File: src/rtl/scroll_pkg.sv
package scroll_pkg;
  localparam int DATA_W   = 8;
  localparam int FINE_W   = 3;
  localparam int COARSE_W = 5;
  localparam int REG_W    = FINE_W + 2 + 2 * COARSE_W;

  typedef enum logic [1:0] {
    SEL_SCROLL = 2'd0,
    SEL_ADDR   = 2'd1,
    SEL_DATA   = 2'd2
  } port_sel_e;

  typedef struct packed {
    logic [FINE_W-1:0]   fy;
    logic                pg_v;
    logic                pg_h;
    logic [COARSE_W-1:0] cy;
    logic [COARSE_W-1:0] cx;
  } scroll_t;
endpackage

File: src/rtl/scroll_write_ctl.sv
module scroll_write_ctl
  import scroll_pkg::*;
(
  input  logic                clk,
  input  logic                rst_n,
  input  logic                wr_en,
  input  logic [1:0]          wr_sel,
  input  logic [DATA_W-1:0]   wr_data,
  input  logic                stat_rd,
  output scroll_t             stage,
  output scroll_t             stage_nxt,
  output logic [FINE_W-1:0]   fine_x,
  output logic                phase2,
  output logic                commit
);
  logic scroll_wr, addr_wr, stage_en, fx_en;
  logic phase_nxt;
  logic [FINE_W-1:0] fx_nxt;

  assign scroll_wr = wr_en && (wr_sel == SEL_SCROLL);
  assign addr_wr   = wr_en && (wr_sel == SEL_ADDR);
  assign stage_en  = scroll_wr || addr_wr;
  assign fx_en     = scroll_wr && !phase2;

  always_comb begin
    stage_nxt = stage;
    fx_nxt    = fine_x;
    phase_nxt = phase2;
    commit    = 1'b0;
    if (scroll_wr) begin
      if (!phase2) begin
        stage_nxt.cx = wr_data[7:3];
        fx_nxt       = wr_data[2:0];
      end else begin
        stage_nxt.cy = wr_data[7:3];
        stage_nxt.fy = wr_data[2:0];
      end
      phase_nxt = !phase2;
    end else if (addr_wr) begin
      if (!phase2) begin
        {stage_nxt.fy[1:0], stage_nxt.pg_v, stage_nxt.pg_h, stage_nxt.cy[4:3]} = wr_data[5:0];
        stage_nxt.fy[2] = 1'b0;
      end else begin
        {stage_nxt.cy[2:0], stage_nxt.cx} = wr_data;
        commit = 1'b1;
      end
      phase_nxt = !phase2;
    end
    if (stat_rd) phase_nxt = 1'b0;
  end

  always_ff @(posedge clk or negedge rst_n) begin
    if (!rst_n) begin
      stage  <= '0;
      fine_x <= '0;
      phase2 <= 1'b0;
    end else begin
      if (stage_en) stage  <= stage_nxt;
      if (fx_en)    fine_x <= fx_nxt;
      phase2 <= phase_nxt;
    end
  end

  // first address byte always leaves top fine-Y bit clear
  p_top_fy_clear_r2: assert property (@(posedge clk) disable iff (!rst_n)
    (addr_wr && !phase2 && !scroll_wr) |=> (stage.fy[2] == 1'b0));

  // status read returns to first phase
  p_phase_clear_r7: assert property (@(posedge clk) disable iff (!rst_n)
    stat_rd |=> !phase2);
endmodule

File: src/rtl/scroll_live_ctr.sv
module scroll_live_ctr
  import scroll_pkg::*;
#(
  parameter int VIS_ROWS = 30
) (
  input  logic    clk,
  input  logic    rst_n,
  input  scroll_t stage,
  input  scroll_t stage_nxt,
  input  logic    commit,
  input  logic    step_en,
  input  logic    step32,
  input  logic    h_inc,
  input  logic    v_inc,
  input  logic    h_copy,
  input  logic    v_copy,
  output scroll_t cur
);
  localparam logic [COARSE_W-1:0] LAST_ROW = COARSE_W'(VIS_ROWS - 1);
  localparam logic [COARSE_W-1:0] MAX_C    = {COARSE_W{1'b1}};
  localparam logic [FINE_W-1:0]   MAX_F    = {FINE_W{1'b1}};
  localparam logic [REG_W-1:0]    ROW_STEP = REG_W'(1 << COARSE_W);

  scroll_t cur_nxt;
  logic    cur_en;
  logic [REG_W-1:0] step_amt;

  assign step_amt = step32 ? ROW_STEP : REG_W'(1);
  assign cur_en   = commit || step_en || h_inc || v_inc || h_copy || v_copy;

  always_comb begin
    cur_nxt = cur;
    if (commit) begin
      cur_nxt = stage_nxt;
    end else if (step_en) begin
      cur_nxt = scroll_t'(cur + step_amt);
    end else begin
      if (h_copy) begin
        cur_nxt.cx   = stage.cx;
        cur_nxt.pg_h = stage.pg_h;
      end else if (h_inc) begin
        if (cur.cx == MAX_C) begin
          cur_nxt.cx   = '0;
          cur_nxt.pg_h = !cur.pg_h;
        end else begin
          cur_nxt.cx = cur.cx + 1'b1;
        end
      end
      if (v_copy) begin
        cur_nxt.fy   = stage.fy;
        cur_nxt.pg_v = stage.pg_v;
        cur_nxt.cy   = stage.cy;
      end else if (v_inc) begin
        if (cur.fy != MAX_F) begin
          cur_nxt.fy = cur.fy + 1'b1;
        end else begin
          cur_nxt.fy = '0;
          if (cur.cy == LAST_ROW) begin
            cur_nxt.cy   = '0;
            cur_nxt.pg_v = !cur.pg_v;
          end else if (cur.cy == MAX_C) begin
            cur_nxt.cy = '0;
          end else begin
            cur_nxt.cy = cur.cy + 1'b1;
          end
        end
      end
    end
  end

  always_ff @(posedge clk or negedge rst_n) begin
    if (!rst_n)      cur <= '0;
    else if (cur_en) cur <= cur_nxt;
  end

  // coarse X wrap flips horizontal page
  p_hwrap_r9: assert property (@(posedge clk) disable iff (!rst_n)
    (h_inc && !h_copy && !commit && !step_en && cur.cx == MAX_C)
      |=> (cur.cx == '0 && cur.pg_h != $past(cur.pg_h)));

  // wrap from the top attribute row keeps the vertical page
  p_vwrap_attr_r10: assert property (@(posedge clk) disable iff (!rst_n)
    (v_inc && !v_copy && !commit && !step_en && cur.fy == MAX_F && cur.cy == MAX_C)
      |=> (cur.cy == '0 && cur.pg_v == $past(cur.pg_v)));

  // wrap from the last visible row flips the vertical page
  p_vwrap_last_r10: assert property (@(posedge clk) disable iff (!rst_n)
    (v_inc && !v_copy && !commit && !step_en && cur.fy == MAX_F && cur.cy == LAST_ROW)
      |=> (cur.cy == '0 && cur.pg_v != $past(cur.pg_v)));
endmodule

File: src/rtl/scroll_addr_unit.sv
module scroll_addr_unit
  import scroll_pkg::*;
#(
  parameter int VIS_ROWS = 30
) (
  input  logic              clk,
  input  logic              rst_n,
  input  logic              wr_en,
  input  logic [1:0]        wr_sel,
  input  logic [7:0]        wr_data,
  input  logic              data_rd,
  input  logic              stat_rd,
  input  logic              step32,
  input  logic              render,
  input  logic              h_inc,
  input  logic              v_inc,
  input  logic              h_copy,
  input  logic              v_copy,
  output logic [14:0]       vaddr,
  output logic [2:0]        fine_x
);
  logic [1:0] rst_pipe;
  logic       rst_q_n;
  scroll_t    stage, stage_nxt, cur;
  logic       phase2, commit, step_en;

  always_ff @(posedge clk or negedge rst_n) begin
    if (!rst_n) rst_pipe <= '0;
    else        rst_pipe <= {rst_pipe[0], 1'b1};
  end
  assign rst_q_n = rst_pipe[1];

  assign step_en = !render && (data_rd || (wr_en && wr_sel == SEL_DATA));

  scroll_write_ctl u_wr (
    .clk(clk), .rst_n(rst_q_n), .wr_en(wr_en), .wr_sel(wr_sel),
    .wr_data(wr_data), .stat_rd(stat_rd), .stage(stage),
    .stage_nxt(stage_nxt), .fine_x(fine_x), .phase2(phase2), .commit(commit)
  );

  scroll_live_ctr #(.VIS_ROWS(VIS_ROWS)) u_live (
    .clk(clk), .rst_n(rst_q_n), .stage(stage), .stage_nxt(stage_nxt),
    .commit(commit), .step_en(step_en), .step32(step32),
    .h_inc(h_inc), .v_inc(v_inc), .h_copy(h_copy), .v_copy(v_copy),
    .cur(cur)
  );

  assign vaddr = cur;

  // second address byte lands in the live low byte
  p_commit_low_r3: assert property (@(posedge clk) disable iff (!rst_q_n)
    (wr_en && wr_sel == SEL_ADDR && phase2) |=> (vaddr[7:0] == $past(wr_data)));

  // first scroll byte sets fine X at once
  p_fine_x_r4: assert property (@(posedge clk) disable iff (!rst_q_n)
    (wr_en && wr_sel == SEL_SCROLL && !phase2) |=> (fine_x == $past(wr_data[2:0])));

  // scroll writes alone never move the live value
  p_scroll_hold_r5: assert property (@(posedge clk) disable iff (!rst_q_n)
    (wr_en && wr_sel == SEL_SCROLL && !data_rd && !h_inc && !v_inc && !h_copy && !v_copy)
      |=> $stable(vaddr));

  // a data access during rendering leaves the live value alone
  p_render_hold_r8: assert property (@(posedge clk) disable iff (!rst_q_n)
    (render && data_rd && !wr_en && !h_inc && !v_inc && !h_copy && !v_copy)
      |=> $stable(vaddr));
endmodule

File: config.mk
export PLATFORM = sky130hd
export DESIGN_NAME = scroll_addr_unit
export DESIGN_NICKNAME = d
export VERILOG_FILES = /design/src/rtl/scroll_pkg.sv /design/src/rtl/scroll_write_ctl.sv /design/src/rtl/scroll_live_ctr.sv /design/src/rtl/scroll_addr_unit.sv
export SDC_FILE = /design/constraint.sdc
export NUM_CORES = 1
export LEC_CHECK = 0
export CAP_MARGIN = 20
export CORE_ASPECT_RATIO = 1.5
export CORE_MARGIN = 5
export CORE_UTILIZATION = 60
export CTS_CLUSTER_SIZE = 24
export DETAILED_ROUTE_END_ITERATION = 7
export GPL_TIMING_DRIVEN = 0
export PLACE_DENSITY = 0.86
export SLEW_MARGIN = 20
export SYNTH_ARGS = -nofsm -noshare
export SYNTH_HDL_FRONTEND = slang
export SYNTH_HIERARCHICAL = 1
export SYNTH_SLANG_ARGS = --single-unit
export TNS_END_PERCENT = 20
File: constraint.sdc
create_clock -name clk -period 3.6 [get_ports clk]
set_clock_uncertainty 0.15 [all_clocks]
set_input_delay 0.54 -clock clk [delete_from_list [all_inputs] [get_ports clk]]
set_output_delay 0.54 -clock clk [all_outputs]
set_load 0.05 [all_outputs]
==> reports/metrics.yaml <==
initial_core_util_pct: 60.8
seq_area_frac_synth_pct: 31.3
crit_arrival_ns: 3.01
setup_slack_ns: 0.596
setup_tns_ns: 0
root_buffer: "clkbuf_8"
fmax_ghz: 0.333
antenna_cells: 0
rows: 31
place_congestion: 0.980
die_w_um: 66.6
wl_um: 8270
synth_area_sq_mm: 0.00288
grt_pass1_vias: 2763
status: "finished clean"
p_leak_nw: 1.39
portBuffers: 38
synth_enable_flop_cells: 0
dieArea_sq_mm: 0.00631
ys_seq_elements: 36
path_common_cell: "buf_2"
tritoncts: "built"
timing.slew.headroom_pct: 38.7
cp-end-kind: "register"
synth_area_leaders: "dfrtp_1 (31%), o21ai_0 (4.5%), ha_1 (4.3%), nand2_1 (4.0%), a21oi_1 (3.7%)"
overflow: 0
slew_violations: 0
hp-class: "register to async pin"
grt_pass1_wl_um: 13200
yosys.area.top_type: "dfrtp_1"
ir_worst_vdd_v: 0.000323
post-cts-setup-buffers: 0
numClockSinks: 36
wl_per_cell_um: 18.6
dp_slack_ns: 0.362
path_max_fanout: 10
drc: 0
syn_to_final_growth_pct: 20.2
nNetsFinal: 410
total_power_mw: 1.86
clkTransAtPathRegs_ns: 0.08
drt.antenna.violating_nets: 0
cts_buffers: 5
dp_hpwl_um: 6190
syn_area_per_cell_sq_um: 8.65
cts_resized: 0
critPathMaxStageDelay_ns: 0.65
yosysWarnings: 6
finalCritPeriodShare_pct: 83.5
design.core.area_sq_mm: 0.00473
die_h_um: 94.8
critical_path.cell_chain: "clkdlybuf4s50_1 -> buf_2 -> nand3b_1 -> nor2_1 -> buf_2 -> a2111oi_1 -> a21oi_1 -> a2111oi_0"
required_ns: 3.61
top_level_ports: 39
fill_cells: 383
vias: 2917
grt_util_all_layers_pct: 27.4
drv_cap: 0
finalCriticalPeriod_ns: 3.00
slowest_stage: "a2111oi_1"
synthTopCellsByCount: "dfrtp_1 (36), nand2_1 (31), o21ai_0 (26)"
drtIter0Drc: 289
rsz0062_at_grt: "false"
final_cell_area_sq_mm: 0.00346
yosysUniqueCellTypes: 67
postCtsHoldBufs: 0
setup_violations: 0
finalHoldViolations: 0
synth_top_area_share_pct: 31.3
htreeDepth: 2
async_flop_share_pct: 100
antenna_found_initial: 0
timing.hold.ws_ns: 0.0382
power_density_mw_per_mm2: 538
ys.flop_type: "dfrtp_1"
clock_latency_ns: 0.29
grt_max_degree: 22
crit_type: "input port to register"
post_dp_cell_area_sq_mm: 0.00337
start_kind: "input port"
vias_per_cell: 6.54
tightest_slew_ns: 0.915
clockBufferDepth: 2
drt_pass1_iterations: 5
syn_inst: 333
synthesis.nets: 364
yosysMostFrequentCell: "dfrtp_1"
layout-drive-gt1-share_pct: 13.2
-- through the flow --
step	util [%]	instances
global placement	70.6	437
CTS	73.1	446
global route	73.1	446
detailed placement	71.2	438
floorplan	-	333
finish	73.1	446
-- routing by layer --
metal	global-route usage [%]	part of all wire (%)
met5	0	0
met4	13.4	3.9
met3	4.05	7.1
met2	47.4	50
met1	32.5	39
-- registers in the layout (all words and copies together) (netlist names) --
signal	flops
rst_pipe	2
u_live/cur	15
u_wr/fine_x	3
u_wr/phase2	1
u_wr/stage	15
-- critical path: cells and delay by family --
family                 cells  cell delay [ns]
AOI/OAI and AO/OA          3             1.21
buffers and inverters      3             0.92
and+or+nand+nor            2             0.32
-- worst paths after layout --
check / from / end / slack, ns / cells after the start
max: wr_sel[1] / u_live/cur[10] / 0.60 / 8
min: rst_pipe[1] / u_live/cur[3] / 0.04 / 0
max reg2reg: u_wr/phase2 / u_live/cur[10] / 0.92 / 7
min reg2reg: rst_pipe[1] / u_live/cur[3] / 0.04 / 0
max in group asynchronous: rst_pipe[1] / u_wr/stage[9] / 2.81 / 1
min in group clk: rst_pipe[0] / rst_pipe[1] / 0.21 / 0
-- power by group --
group          internal (mW)  switching (mW)  total, mW
Clock                  0.156           0.151      0.307
Sequential             0.505           0.128      0.633
Combinational          0.372           0.548      0.920
-- kinds of logic after synthesis --
family          after synthesis  synth area share [%]
simple gates                126                  25.2
buf+inv                      37                  6.91
other cells                   1                 0.130
compound gates              102                  24.7
fa+ha+maj                    10                  4.35
flops                        36                  31.3
mux                          14                  5.22
xor+xnor                      7                  2.13
-- cell type report --
type | count | area (sq um) | share of cell area (%)
multi-input cells | 260 | 1780 | 51.4
flip-flops and latches | 36 | 902 | 26.1
repair buffers | 39 | 408 | 11.8
plain buffers | 23 | 146 | 4.23
clock buffers | 8 | 90.1 | 2.60
well taps | 66 | 82.6 | 2.39
inverters | 14 | 52.6 | 1.52
-- cell usage in the layout (no fill, tap or decap), types with 4 or more instances in the layout --
cell	synthesis	layout
clkdlybuf4s50_1	0	38
dfrtp_1	36	35
nand2_1	31	31
o21ai_0	26	26
a21oi_1	21	21
nor3_1	18	18
nor2_1	17	17
inv_1	14	14
buf_2	11	11
ha_1	10	10
clkbuf_8	2	8
nand2b_1	8	8
mux2_2	8	8
nand3_1	7	7
mux2i_1	6	6
a22oi_1	6	6
clkbuf_1	3	5
xnor2_1	5	5
o211ai_1	5	5
nor2b_1	5	5
a221oi_1	5	5
and3_1	4	4
a211oi_1	4	4
nor4_1	4	4
Power figures use the tool's default switching activity.
